<file path="src/rtl/qrd_pkg.sv">
package qrd_pkg;

  typedef enum logic [1:0] {
    RK_DUAL = 2'd0,
    RK_QUAD = 2'd1,
    RK_WORD = 2'd2,
    RK_NONE = 2'd3
  } rd_kind_e;

  typedef enum logic [2:0] {
    ST_IDLE,
    ST_WAITCMD,
    ST_ADDR,
    ST_DUMMY,
    ST_DATA
  } rd_state_e;

  // Index of the final output slot of a byte.
  function automatic logic [1:0] last_slot(input rd_kind_e k);
    return (k == RK_DUAL) ? 2'd3 : 2'd1;
  endfunction

  // Output enable pattern used during the data phase.
  function automatic logic [3:0] oe_mask(input rd_kind_e k);
    return (k == RK_DUAL) ? 4'b0011 : 4'b1111;
  endfunction

  // Bits driven on the lines for a given slot, MSB first.
  function automatic logic [3:0] lane_slice(input logic [7:0] b, input rd_kind_e k,
                                            input logic [1:0] slot);
    if (k == RK_DUAL) return {2'b00, 2'(b >> (3'd6 - {slot, 1'b0}))};
    return 4'(b >> (4'd4 - {slot, 2'b00}));
  endfunction

endpackage

</file>
<file path="src/rtl/qrd_addr_deser.sv">
module qrd_addr_deser
  import qrd_pkg::*;
#(
  parameter int ADDR_W = 24,
  localparam int FRAME_W = ADDR_W + 8,
  localparam int CW = $clog2(FRAME_W / 2 + 1)
) (
  input  logic              clk,
  input  logic              rst_n,
  input  logic              active,
  input  logic              sclk_rise,
  input  rd_kind_e          kind,
  input  logic [3:0]        io_in,
  output logic              frame_done,
  output logic [ADDR_W-1:0] frame_addr,
  output logic [1:0]        cont_code
);
  logic [FRAME_W-1:0] sr_q, sr_next;
  logic [CW-1:0]      cnt_q, last_cnt;

  always_comb begin
    if (kind == RK_DUAL) begin
      sr_next  = {sr_q[FRAME_W-3:0], io_in[1:0]};
      last_cnt = CW'(FRAME_W / 2 - 1);
    end else begin
      sr_next  = {sr_q[FRAME_W-5:0], io_in};
      last_cnt = CW'(FRAME_W / 4 - 1);
    end
  end

  assign frame_done = active & sclk_rise & (cnt_q == last_cnt);
  assign frame_addr = sr_next[FRAME_W-1:8];
  assign cont_code  = sr_next[5:4];

  always_ff @(posedge clk) begin
    if (!rst_n) begin
      cnt_q <= '0;
      sr_q  <= '0;
    end else if (!active) begin
      cnt_q <= '0;
    end else if (sclk_rise) begin
      cnt_q <= cnt_q + 1'b1;
      sr_q  <= sr_next;
    end
  end

  assert_cnt_in_frame_R4: assert property (@(posedge clk) disable iff (!rst_n)
    active |-> (cnt_q <= last_cnt));

endmodule

</file>
<file path="src/rtl/qrd_data_ser.sv">
module qrd_data_ser
  import qrd_pkg::*;
#(
  parameter int ADDR_W = 24
) (
  input  logic              clk,
  input  logic              rst_n,
  input  logic              load,
  input  logic [ADDR_W-1:0] start_addr,
  input  rd_kind_e          kind,
  input  logic              data_active,
  input  logic              sclk_fall,
  input  logic [7:0]        mem_rdata,
  output logic [ADDR_W-1:0] mem_addr,
  output logic [3:0]        io_out,
  output logic              byte_done
);
  logic [ADDR_W-1:0] ptr_q;
  logic [1:0]        slot_q;
  logic [7:0]        byte_q, cur_byte;
  logic [3:0]        out_q;

  assign cur_byte  = (slot_q == 2'd0) ? mem_rdata : byte_q;
  assign byte_done = data_active & sclk_fall & (slot_q == last_slot(kind));
  assign mem_addr  = ptr_q;
  assign io_out    = out_q;

  always_ff @(posedge clk) begin
    if (!rst_n) begin
      ptr_q  <= '0;
      slot_q <= '0;
      byte_q <= '0;
      out_q  <= '0;
    end else if (load) begin
      ptr_q  <= start_addr;
      slot_q <= '0;
    end else if (data_active && sclk_fall) begin
      out_q <= lane_slice(cur_byte, kind, slot_q);
      if (slot_q == 2'd0) byte_q <= mem_rdata;
      if (slot_q == last_slot(kind)) begin
        slot_q <= '0;
        ptr_q  <= ptr_q + 1'b1;
      end else begin
        slot_q <= slot_q + 1'b1;
      end
    end
  end

  assert_addr_step_R7: assert property (@(posedge clk) disable iff (!rst_n)
    byte_done |=> (mem_addr == ADDR_W'($past(mem_addr) + 1'b1)));

  assert_word_even_R6: assert property (@(posedge clk) disable iff (!rst_n)
    (load && kind == RK_WORD) |=> (mem_addr[0] == 1'b0));

endmodule

</file>
<file path="src/rtl/qrd_ctrl.sv">
module qrd_ctrl
  import qrd_pkg::*;
#(
  parameter int DUMMY_QUAD = 4,
  parameter int DUMMY_WORD = 2,
  localparam int DMAX = (DUMMY_QUAD > DUMMY_WORD) ? DUMMY_QUAD : DUMMY_WORD,
  localparam int DCW = $clog2(DMAX + 1)
) (
  input  logic     clk,
  input  logic     rst_n,
  input  logic     cs_n,
  input  logic     sclk_rise,
  input  logic     cmd_valid,
  input  rd_kind_e cmd_kind,
  input  logic     frame_done,
  input  logic [1:0] cont_code,
  output logic     addr_active,
  output logic     data_active,
  output rd_kind_e kind,
  output logic     armed
);
  rd_state_e st_q;
  rd_kind_e  kind_q, armed_kind_q;
  logic      armed_q, cs_q, cs_fall;
  logic [DCW-1:0] dcnt_q, dlen;

  assign cs_fall     = cs_q & ~cs_n;
  assign addr_active = (st_q == ST_ADDR) & ~cs_n;
  assign data_active = (st_q == ST_DATA) & ~cs_n;
  assign kind        = kind_q;
  assign armed       = armed_q;

  always_comb begin
    case (kind_q)
      RK_QUAD: dlen = DCW'(DUMMY_QUAD);
      RK_WORD: dlen = DCW'(DUMMY_WORD);
      default: dlen = '0;
    endcase
  end

  always_ff @(posedge clk) begin
    if (!rst_n) begin
      st_q         <= ST_IDLE;
      kind_q       <= RK_DUAL;
      armed_kind_q <= RK_DUAL;
      armed_q      <= 1'b0;
      cs_q         <= 1'b1;
      dcnt_q       <= '0;
    end else begin
      cs_q <= cs_n;
      if (frame_done) begin
        armed_q      <= (cont_code == 2'b10);
        armed_kind_q <= kind_q;
      end
      if (cs_n) begin
        st_q <= ST_IDLE;
      end else begin
        case (st_q)
          ST_IDLE: if (cs_fall) begin
            if (armed_q) begin
              st_q   <= ST_ADDR;
              kind_q <= armed_kind_q;
            end else begin
              st_q <= ST_WAITCMD;
            end
          end
          ST_WAITCMD: if (cmd_valid && cmd_kind != RK_NONE) begin
            st_q   <= ST_ADDR;
            kind_q <= cmd_kind;
          end
          ST_ADDR: if (frame_done) begin
            dcnt_q <= '0;
            st_q   <= (dlen == '0) ? ST_DATA : ST_DUMMY;
          end
          ST_DUMMY: if (sclk_rise) begin
            if (dcnt_q == dlen - 1'b1) st_q <= ST_DATA;
            else dcnt_q <= dcnt_q + 1'b1;
          end
          default: ;
        endcase
      end
    end
  end

  assert_disarm_R8: assert property (@(posedge clk) disable iff (!rst_n)
    (frame_done && cont_code != 2'b10) |=> !armed);

  assert_data_on_rise_R7: assert property (@(posedge clk) disable iff (!rst_n)
    $rose(data_active) |-> $past(sclk_rise));

endmodule

</file>
<file path="src/rtl/qrd_fast_read_engine.sv">
module qrd_fast_read_engine
  import qrd_pkg::*;
#(
  parameter int ADDR_W = 24,
  parameter int DUMMY_QUAD = 4,
  parameter int DUMMY_WORD = 2
) (
  input  logic              clk,
  input  logic              rst_n,
  input  logic              cs_n,
  input  logic              sclk_rise,
  input  logic              sclk_fall,
  input  logic              cmd_valid,
  input  logic [1:0]        cmd_kind,
  input  logic [3:0]        io_in,
  input  logic [7:0]        mem_rdata,
  output logic [ADDR_W-1:0] mem_addr,
  output logic [3:0]        io_out,
  output logic [3:0]        io_oe,
  output logic              cont_armed
);
  logic              addr_active, data_active, frame_done, byte_done;
  logic [ADDR_W-1:0] frame_addr, start_addr;
  logic [1:0]        cont_code;
  rd_kind_e          kind;

  qrd_ctrl #(.DUMMY_QUAD(DUMMY_QUAD), .DUMMY_WORD(DUMMY_WORD)) u_ctrl (
    .clk(clk), .rst_n(rst_n), .cs_n(cs_n), .sclk_rise(sclk_rise),
    .cmd_valid(cmd_valid), .cmd_kind(rd_kind_e'(cmd_kind)),
    .frame_done(frame_done), .cont_code(cont_code),
    .addr_active(addr_active), .data_active(data_active),
    .kind(kind), .armed(cont_armed)
  );

  qrd_addr_deser #(.ADDR_W(ADDR_W)) u_deser (
    .clk(clk), .rst_n(rst_n), .active(addr_active), .sclk_rise(sclk_rise),
    .kind(kind), .io_in(io_in), .frame_done(frame_done),
    .frame_addr(frame_addr), .cont_code(cont_code)
  );

  // Word reads ignore the least significant address bit.
  assign start_addr = {frame_addr[ADDR_W-1:1], frame_addr[0] & (kind != RK_WORD)};

  qrd_data_ser #(.ADDR_W(ADDR_W)) u_ser (
    .clk(clk), .rst_n(rst_n), .load(frame_done), .start_addr(start_addr),
    .kind(kind), .data_active(data_active), .sclk_fall(sclk_fall),
    .mem_rdata(mem_rdata), .mem_addr(mem_addr), .io_out(io_out),
    .byte_done(byte_done)
  );

  assign io_oe = data_active ? oe_mask(kind) : 4'b0000;

  assert_oe_when_data_R9: assert property (@(posedge clk) disable iff (!rst_n)
    (io_oe != 4'b0000) |-> !addr_active);

endmodule

</file>
<file path="config.mk">
export PLATFORM = sky130hd
export DESIGN_NAME = qrd_fast_read_engine
export DESIGN_NICKNAME = d
export VERILOG_FILES = /design/src/rtl/qrd_pkg.sv /design/src/rtl/qrd_addr_deser.sv /design/src/rtl/qrd_data_ser.sv /design/src/rtl/qrd_ctrl.sv /design/src/rtl/qrd_fast_read_engine.sv
export SDC_FILE = /design/constraint.sdc
export NUM_CORES = 1
export LEC_CHECK = 0
export BUFFER_PORTS_ARGS = -buffer_cell sky130_fd_sc_hd__buf_2
export CAP_MARGIN = 20
export CORE_MARGIN = 2
export CORE_UTILIZATION = 60
export CTS_BUF_LIST = sky130_fd_sc_hd__clkbuf_8
export DETAILED_ROUTE_END_ITERATION = 12
export PLACE_DENSITY_LB_ADDON = 0.12
export SLEW_MARGIN = 20
export SYNTH_ARGS = -nofsm -noshare
export SYNTH_HDL_FRONTEND = slang
export SYNTH_HIERARCHICAL = 1
export SYNTH_SLANG_ARGS = --single-unit
export TNS_END_PERCENT = 1
</file>
<file path="constraint.sdc">
create_clock -name clk -period 3.8 [get_ports clk]
set_input_delay 0.19 -clock clk [delete_from_list [all_inputs] [get_ports clk]]
set_output_delay 0.19 -clock clk [all_outputs]
set_load 0.1 [all_outputs]
</file>
==> reports/results.ini <==
[run_status]
outcome = finished, final reports clean

[sta]
post-route-period-util_pct = 73.93
hold_ws_ns = 0.07466
slew_headroom_pct = 50.37
max_freq_ghz = 0.3559
skew_ns = 0.01170
setup_viol_count_final = 0
worstMarginPinSlew_ns = 0.7444
fin_crit_ns = 2.810
setup_tns_ns = 0
hold_viol = 0
slew_violations = 0
rsz0062_at_grt = no

[grt]
grt_max_degree = 47
grt_usage_pct = 23.94
antenna_found_initial = 0
grt_pass1_vias = 3522
grt.overflow.total = 0
grt_pass1_wl_um = 17220

[die]
fp-row-count = 33
die_area_sq_mm = 0.009054
dieHeight_um = 95.15
core_area_sq_mm = 0.008134
ios = 53
die_w_um = 95.15
initial_core_util_pct = 61.28

[synth]
async_reset_ff_share_pct = 0
ys_seq_elements = 85
synth_area_per_cell_sq_um = 9.231
synth_edf_count = 0
synth.net_count = 565
ys.flop_type = dfxtp_1
synthSimpleGateAreaFrac_pct = 16.34
synth-adder-area-share_pct = 1.255
syn_area_sq_mm = 0.004985
synth-compound-area-share_pct = 23.85
synth_top_family_by_area = compound AO/OA/AOI/OAI gates
muxShareOfSynthArea_pct = 12.42
synth_warnings = 6
yosysSeqAreaShare_pct = 34.14
synth_cell_types = 69
synth_xor_area_share_pct = 2.108
syn_inst = 540

[critical_path]
required_ns = 4.05
slowest_stage = dfxtp_1
max_stage_delay_ns = 0.63
critical_path_class = reg2reg
crit_chain = nand2b_1, nor3_1, nand2_1, buf_4, nor4_2, buf_4, nand2b_1, a211oi_2, o21ai_1, a31o_1
end_kind = flop
crit_fanout = 27
crit_family = simple AND/OR/NAND/NOR gates
worst_setup_path_start_kind = flop
arrival_ns = 3.06
path_buf_inv = 2

[clocking]
cts_tree = built
clk_path_buf_depth = 2
clock-root-buffer = clkbuf_8
clkTransAtPathRegs_ns = 0.08
clock-sinks = 85
cts_buffers = 9
cts_hold_buffers = 0
post-cts-setup-buffers = 0
insertion_delay_ns = 0.36
ctsResizeCount = 0
htreeDepth = 3

[cells_and_area]
nets = 572
regArea_sq_mm = 0.001702
multi_input_area_sq_mm = 0.002796
n_antenna_cell = 0
num-fill-cells = 699
drive_above_1_share_pct = 20.69
syn_to_final_growth_pct = 3.941
design_area_sq_mm = 0.005181
final_util_pct = 63.70

[route]
drt-total-wl_um = 10660
wire_per_inst_um = 16.25
drt-pass1-iter-count = 5
drt-initial-drc-count = 184
via_per_inst = 6.064
antenna_left = 0
vias = 3978
drc = 0

[place]
portBuffers = 52
place.gp.congestion = 0.8590
placed_cell_area_sq_mm = 0.004980
hpwl_um = 7408

[power]
p_leak_nw = 2.074
ir_worst_vdd_mv = 0.2287
p_per_area_mw_per_mm2 = 300.2

[worst_hold_path]
hp-class = in2reg

[run]
cap_violations = 0

routing by layer:
metal / GRT usage, % / up-vias / share of wire, %
li1: - / 1982 / -
met1: 36.62 / 1903 / 52
met2: 34.68 / 86 / 43
met3: 3.320 / 7 / 4.3
met4: 7.126 / 0 / 0.76
met5: 0 / - / 0
placed cells by master (no fill, tap or decap), types with 12 or more instances in the layout:
cell type,instances
dfxtp_1,85
o21ai_0,53
buf_2,52
nand2_1,42
o21ba_1,24
mux2_4,23
a31oi_1,21
a21oi_1,18
nor2_1,15
mux2i_1,15
or4_1,15
o31ai_1,13
inv_1,12
report_power, final:
| group | leakage (nW) | switching (mW) | internal [mW] |
|---|---|---|---|
| logic | 1.30 | 0.0501 | 0.0379 |
| registers | 0.685 | 0.00639 | 0.893 |
| clock network | 0.0853 | 0.320 | 0.247 |
synth_stat cells (5+ instances only):
cell type  number  area (sq um)
a21boi_0        9         67.56
a21oi_1        18         90.09
a31oi_1        21         131.4
buf_2          10         50.05
buf_4          30         225.2
buf_6           5         56.30
clkbuf_1       14         52.55
dfxtp_1        85          1702
ha_1            5         62.56
inv_1          12         45.04
mux2_4         23         345.3
mux2i_1        15         150.1
nand2_1        42         157.7
nand2b_1        7         43.79
nand3_1         9         45.04
nand3b_1        5         37.54
nand4_1         8         50.05
nor2_1         15         56.30
nor3_1         10         50.05
o21ai_0        53         265.3
o21ai_1         7         35.03
o21ba_1        24         240.2
o31ai_1        13         97.59
or4_1          15         112.6
xnor2_1         5         43.79
xor2_1          7         61.31
worst paths after layout:
path | from | endpoint | slack [ns] | depth (start not counted)
min reg2reg | u_ser/byte_q[4] | u_ser/byte_q[4] | 0.47 | 2
min | io_in[0] | u_deser/sr_q[0] | 0.07 | 3
max reg2reg | u_ctrl/st_q[1] | u_ctrl/dcnt_q[1] | 0.99 | 10
max | u_ctrl/st_q[1] | u_ctrl/dcnt_q[1] | 0.99 | 10
through the flow:
stage / setup WS (ns) / std cells / power, mW
6_report: 0.9905 / 656 / 1.555
3_3_place_gp: 0.7819 / 639 / 1.005
4_1_cts: 0.7116 / 654 / 1.570
2_1_floorplan: 0.8779 / 540 / 0.9895
5_1_grt: 0.6887 / 656 / 1.617
3_5_place_dp: 0.7193 / 639 / 1.007
layout make-up:
type	instances	share of cell area, %
Multi-Input combinational cell	379	53.97
Tap cell	105	2.536
Clock inverter	5	0.5554
Sequential cell	85	32.84
Clock buffer	10	2.656
Inverter	12	0.8694
Timing Repair Buffer	60	6.568
worst min-delay path, stage by stage:
cell and delay, ns:
buf_2 0.09, nand2_1 0.05, a21boi_1 0.05
logic make-up (layout without fill, tap and decap cells):
kind of cell	count (synthesis)	after routing
adders and majority gates	5	5
DFF	85	85
AOI/OAI and AO/OA	175	175
buffers and inverters	76	87
muxes	45	45
xor gates and xnor gates	12	12
and+or+nand+nor	142	142
sequential cells by signal, indices dropped and copies added (netlist names):
signal               flops
u_ctrl/kind              2
u_ser/byte_q             8
u_ctrl/armed_kind_q      2
u_ctrl/armed             1
u_ser/slot_q             2
u_ctrl/cs_q              1
u_ctrl/dcnt_q            3
u_ser/io_out             4
u_ser/mem_addr          24
u_ctrl/st_q              3
u_deser/cnt_q            5
u_deser/sr_q            30
No activity file was read; power rests on OpenSTA's default activity.
